--- src/rtl/pc_next_pkg.sv ---
package pc_next_pkg;

    // Source of the next program counter value
    typedef enum logic {
        NXT_SEQ    = 1'b0,
        NXT_BRANCH = 1'b1
    } nxt_src_e;

endpackage

--- src/rtl/pc_step_add.sv ---
// Sequential-address adder: current count plus one instruction word.
module pc_step_add #(
    parameter int ADDR_W   = 32,
    parameter int ALIGN_SH = 2
) (
    input  logic [ADDR_W-1:0] pc_i,
    output logic [ADDR_W-1:0] seq_o
);
    localparam logic [ADDR_W-1:0] STEP = ADDR_W'(1) << ALIGN_SH;

    always_comb begin
        seq_o = pc_i + STEP;
    end
endmodule

--- src/rtl/pc_branch_target.sv ---
// Branch target: sequential address plus scaled, sign-extended offset.
module pc_branch_target #(
    parameter int ADDR_W   = 32,
    parameter int IMM_W    = 16,
    parameter int ALIGN_SH = 2
) (
    input  logic [ADDR_W-1:0] seq_i,
    input  logic [IMM_W-1:0]  imm_i,
    output logic [ADDR_W-1:0] tgt_o
);
    localparam int EXT_W = ADDR_W - IMM_W;

    logic [ADDR_W-1:0] ext_imm;
    logic [ADDR_W-1:0] off_scaled;

    always_comb begin
        ext_imm = {{EXT_W{imm_i[IMM_W-1]}}, imm_i};
    end

    generate
        if (ALIGN_SH > 0) begin : g_scale
            always_comb begin
                off_scaled = {ext_imm[ADDR_W-ALIGN_SH-1:0], {ALIGN_SH{1'b0}}};
            end
        end else begin : g_noscale
            always_comb begin
                off_scaled = ext_imm;
            end
        end
    endgenerate

    always_comb begin
        tgt_o = seq_i + off_scaled;
    end
endmodule

--- src/rtl/pc_next_sel.sv ---
// Decides taken/not taken and selects the next address.
module pc_next_sel
    import pc_next_pkg::*;
#(
    parameter int ADDR_W = 32
) (
    input  logic              br_sel_i,
    input  logic              zero_i,
    input  logic [ADDR_W-1:0] seq_i,
    input  logic [ADDR_W-1:0] tgt_i,
    output logic [ADDR_W-1:0] next_o
);
    nxt_src_e src;

    always_comb begin
        src = (br_sel_i && zero_i) ? NXT_BRANCH : NXT_SEQ;
        case (src)
            NXT_BRANCH: next_o = tgt_i;
            default:    next_o = seq_i;
        endcase
    end
endmodule

--- src/rtl/pc_next_unit.sv ---
// Program counter register with next-address generation.
module pc_next_unit #(
    parameter int                 ADDR_W    = 32,
    parameter int                 IMM_W     = 16,
    parameter int                 ALIGN_SH  = 2,
    parameter logic [ADDR_W-1:0]  RESET_VEC = '0
) (
    input  logic              clk,
    input  logic              rst,
    input  logic              br_sel_i,
    input  logic              alu_zero_i,
    input  logic [IMM_W-1:0]  imm_i,
    output logic [ADDR_W-1:0] pc_o,
    output logic [ADDR_W-1:0] pc_plus4_o
);
    localparam logic [ADDR_W-1:0] STEP = ADDR_W'(1) << ALIGN_SH;

    typedef struct packed {
        logic [ADDR_W-1:0] pc;
    } regs_t;

    regs_t             r_d;
    regs_t             r_q;
    logic [ADDR_W-1:0] seq_addr;
    logic [ADDR_W-1:0] br_addr;
    logic [ADDR_W-1:0] next_addr;

    pc_step_add #(
        .ADDR_W   (ADDR_W),
        .ALIGN_SH (ALIGN_SH)
    ) u_step (
        .pc_i  (r_q.pc),
        .seq_o (seq_addr)
    );

    pc_branch_target #(
        .ADDR_W   (ADDR_W),
        .IMM_W    (IMM_W),
        .ALIGN_SH (ALIGN_SH)
    ) u_tgt (
        .seq_i (seq_addr),
        .imm_i (imm_i),
        .tgt_o (br_addr)
    );

    pc_next_sel #(
        .ADDR_W (ADDR_W)
    ) u_sel (
        .br_sel_i (br_sel_i),
        .zero_i   (alu_zero_i),
        .seq_i    (seq_addr),
        .tgt_i    (br_addr),
        .next_o   (next_addr)
    );

    always_comb begin
        r_d    = r_q;
        r_d.pc = rst ? RESET_VEC : next_addr;
    end

    always_ff @(posedge clk) begin
        r_q <= r_d;
    end

    assign pc_o       = r_q.pc;
    assign pc_plus4_o = seq_addr;

    // ---------------- assertions ----------------
    assert_reset_vec_R1: assert property (@(posedge clk)
        rst |=> (pc_o == RESET_VEC));

    assert_seq_step_R2: assert property (@(posedge clk) disable iff (rst)
        !br_sel_i |=> (pc_o == $past(pc_o) + STEP));

    assert_not_taken_R3: assert property (@(posedge clk) disable iff (rst)
        (br_sel_i && !alu_zero_i) |=> (pc_o == $past(pc_o) + STEP));

    assert_taken_R4: assert property (@(posedge clk) disable iff (rst)
        (br_sel_i && alu_zero_i) |=>
        (pc_o == $past(pc_o) + STEP + (ADDR_W'($signed($past(imm_i))) << ALIGN_SH)));

    assert_incr_out_R6: assert property (@(posedge clk) disable iff (rst)
        pc_plus4_o == pc_o + STEP);

    assert_aligned_R7: assert property (@(posedge clk) disable iff (rst)
        pc_o[ALIGN_SH-1:0] == '0);
endmodule

--- config.mk ---
export PLATFORM = sky130hd
export DESIGN_NAME = pc_next_unit
export DESIGN_NICKNAME = d
export VERILOG_FILES = /design/src/rtl/pc_next_pkg.sv /design/src/rtl/pc_step_add.sv /design/src/rtl/pc_branch_target.sv /design/src/rtl/pc_next_sel.sv /design/src/rtl/pc_next_unit.sv
export SDC_FILE = /design/constraint.sdc
export NUM_CORES = 1
export LEC_CHECK = 0
export BUFFER_PORTS_ARGS = -buffer_cell sky130_fd_sc_hd__buf_2
export CORE_ASPECT_RATIO = 0.8
export CORE_UTILIZATION = 58
export DETAILED_ROUTE_END_ITERATION = 16
export PLACE_DENSITY = 0.87
export SYNTH_ARGS = -nofsm -noshare
export SYNTH_HDL_FRONTEND = slang
export SYNTH_SLANG_ARGS = --single-unit
--- constraint.sdc ---
create_clock -name clk -period 5.03 [get_ports clk]
set_input_delay 0.503 -clock clk [delete_from_list [all_inputs] [get_ports clk]]
set_output_delay 0.503 -clock clk [all_outputs]
set_load 0.01 [all_outputs]
==> impl_results.md <==
- Hpwl dp: 6963 µm
- Cell Chain, Critical Path: and3_1 > and3_1 > nand2_1 > nor4_1 > nand4_1 > xnor2_1 > ha_1 > nand3_1 > nor2_1 > a2111oi_0 > o31a_1 > o21ai_0 > a311oi_1
- Syn Inst Count: 395
- Seq/Total Area, Yosys: approximately 20%
- Synth top area share: 19.60%
- Setup WS pre-CTS: between 1000 and 1500 ps
- Vias in the first global route: 2977
- Later-pin clock latency in the skew report: 290 ps
- Vias per Instance: 6.281
- Achievable Freq: between 200 and 250 MHz
- Slew Viols, Final: 0
- Clock buffer count from CTS: 5
- Clk pin slew, worst setup/hold paths: 80 ps
- Critical path launch point type: flop
- First-pass GRT wire length: 14190 µm
- Post-CTS Hold Buffers: 0
- Placed Cells: approximately 530
- Total inserted antenna cells: 0
- Crit path arrival time: 4270 ps
- Yosys reg bits: 30
- Final Wtd Congestion: ~1
- DR WL/cell: approximately 17 µm
- Root Driver: clkbuf_8
- CTS tree: done
- Top cell type by total area after synthesis: dfxtp_1
- Period minus WS final: approximately 4100 ps
- Synth Area per Inst: 7.757 µm²
- Ys async rst share: 0%
- Slew margin rel.: approximately 39%
- R2R cell count: 13
- Die W: between 80 and 90 µm
- Synth top area cells: dfxtp_1 20%, ha_1 15%, xnor2_1 9.1%, a21oi_1 5.7%, nand2_1 5.6%
- Pin slew with the least headroom to its limit: around 900 ps
- Worst-path fanout max: 9
- Fin crit share: 80.82%
- Crit Path Category: reg -> reg
- Setup crit end kind: flop
- Setup WS post-layout: roughly 960 ps
- Fin area: roughly 0.0036 mm²
- DIE HEIGHT: between 60 and 70 µm
- Initial antenna violation count: 0
- Post-synth EDFFs: 0
- Ports: 84
- WP data required: ~5200 ps
- H-tree depth: 2
- IO Port Bufs: 79
- Post-route insts no fill: ~530
- Setup Fix Bufs, Post-CTS: 0
- Fin. Hold Viols: 0
- Number of max-cap violations: 0
- Final core occ: a little under three quarters
- Most used cell along the critical path: and3_1
- Leakage power: 1.714 nW
- Setup-failing EPs final: 0
- Synth cell types: between 50 and 60
- Die area: approximately 0.0056 mm²
- Area after DPL: 0.003485 mm²
- Number of synthesis warnings: 0
- Antenna Violating Nets Remaining: 0
- Clock Skews: 8.478 ps
- Worst min path class: reg -> reg
- Starting DRT DRC Count: ~240
- Number of clock sinks: 30
- RSZ-0062 raised after global routing: false
- CTS resizes: 0
- Predominant post-synthesis flop cell: dfxtp_1
- Max reg flops: 30
- Setup_tns: 0 ps
- Starting density of the core: approximately three fifths
- Worst flop-to-flop path startpoint: pc_o[9]$_SDFF_PP0_
- Final wirelength: a little over 9000 µm
- Worst setup startpoint: pc_o[9]$_SDFF_PP0_
- Mapped cell area: 0.003064 mm²
- First-pass DRT Iterations: 5
- Final #Nets: between 500 and 600
- Worst r2r dst: pc_o[29]$_SDFF_PP0_
- Vias: about 3300
- Largest net degree at the start of global routing: 38
- CORE AREA: between 0.005 and 0.006 mm²
- Max clock buf depth: 2
- Slowest cell on the critical path: nor4_1
- Crit path to: pc_o[29]$_SDFF_PP0_
- VDD IR max: between 0.15 and 0.2 mV
- Total track usage: 32.50%
- CP max stage delay: 800 ps
- Reg2Reg Setup Slack: 960 ps
- Total gr overflow: 0
- DR DRC count: 0
- Row cnt: 23
- Layout area overhead: 17.27%
- Layout cells sized above 1: between 20% and 30%
- Pwr Density: approximately 260 mW/mm²
- Outcome: finished, final reports clean
## how the worst min path moves through the flow
stage / from / endpoint / depth (start not counted)
after detailed placement: pc_o[2]$_SDFF_PP0_ / pc_o[2]$_SDFF_PP0_ / 1
after global routing: pc_o[2]$_SDFF_PP0_ / pc_o[2]$_SDFF_PP0_ / 1
after CTS: pc_o[2]$_SDFF_PP0_ / pc_o[2]$_SDFF_PP0_ / 1
final: pc_o[2]$_SDFF_PP0_ / pc_o[2]$_SDFF_PP0_ / 1
after floorplan: pc_o[2]$_SDFF_PP0_ / pc_o[2]$_SDFF_PP0_ / 1
after global placement: pc_o[2]$_SDFF_PP0_ / pc_o[2]$_SDFF_PP0_ / 1
## cell usage in the layout (no fill, tap or decap), drive strengths merged, types with 15 or more instances in the layout
cell type	n
xnor2	32
buf	80
o21ai	19
ha	36
nand2	46
a21oi	37
a211oi	16
nor2	31
xor2	15
dfxtp	30
## cell usage after synthesis, drive strengths merged (4+ instances only)
master / instances
and4: 4
buf: 5
and3: 11
a211oi: 16
ha: 36
clkbuf: 10
a31oi: 5
nor2: 31
dfxtp: 30
a21oi: 37
o211ai: 4
xor2: 15
nand2: 46
xnor2: 32
nor4: 5
o21ai: 19
nand4: 13
a21o: 10
nand3: 11
nor3: 7
inv: 8
## power by group
group / switching (mW) / internal (mW) / leakage [nW]
registers: 0.0259 / 0.258 / 0.247
clock network: 0.108 / 0.146 / 0.0579
logic: 0.230 / 0.155 / 1.41
## layout make-up
cell class | count | area, µm²
clock buffers | 5 | 68.82
well taps | 62 | 77.57
fillers | 434 | 1443
repair buffers | 80 | 402.9
multi-input cells | 345 | 2374
inverters | 8 | 30.03
flip-flops and latches | 30 | 600.6
clock inverters | 3 | 40.04
## routing by layer
layer / up-vias / global-route usage [%] / share of wire (%)
met4: 0 / 11.42 / 1.3
met3: 14 / 9.294 / 9.8
li1: 1600 / - / -
met5: - / 0 / 0
met2: 173 / 48.87 / 42
met1: 1561 / 44.23 / 47
## cell families after synthesis
kind of cell    count (synthesis)  synth area share [%]
other cells                     1                0.1224
simple gates                  144                 23.81
fa+ha+maj                      37                 15.35
xor+xnor                       47                 13.43
compound gates                113                 24.38
buf+inv                        23                 3.308
flops                          30                 19.60
## worst max-delay path: cells and delay by family, from the launching register on
family | cells | cell delay (ps)
simple gates | 7 | 1810
compound gates | 4 | 1000
flops | 1 | 450
fa+ha+maj | 1 | 400
xor+xnor | 1 | 310
## metrics by stage
stage | hold WS [ps] | power, mW
6_report | 531.4 | 0.9222
5_1_grt | 597.0 | 0.9707
4_1_cts | 533.1 | 0.9134
3_5_place_dp | 520.3 | 0.6634
3_3_place_gp | 519.7 | 0.6542
2_1_floorplan | 549.6 | 0.5542
No activity file was read; power rests on OpenSTA's default activity.
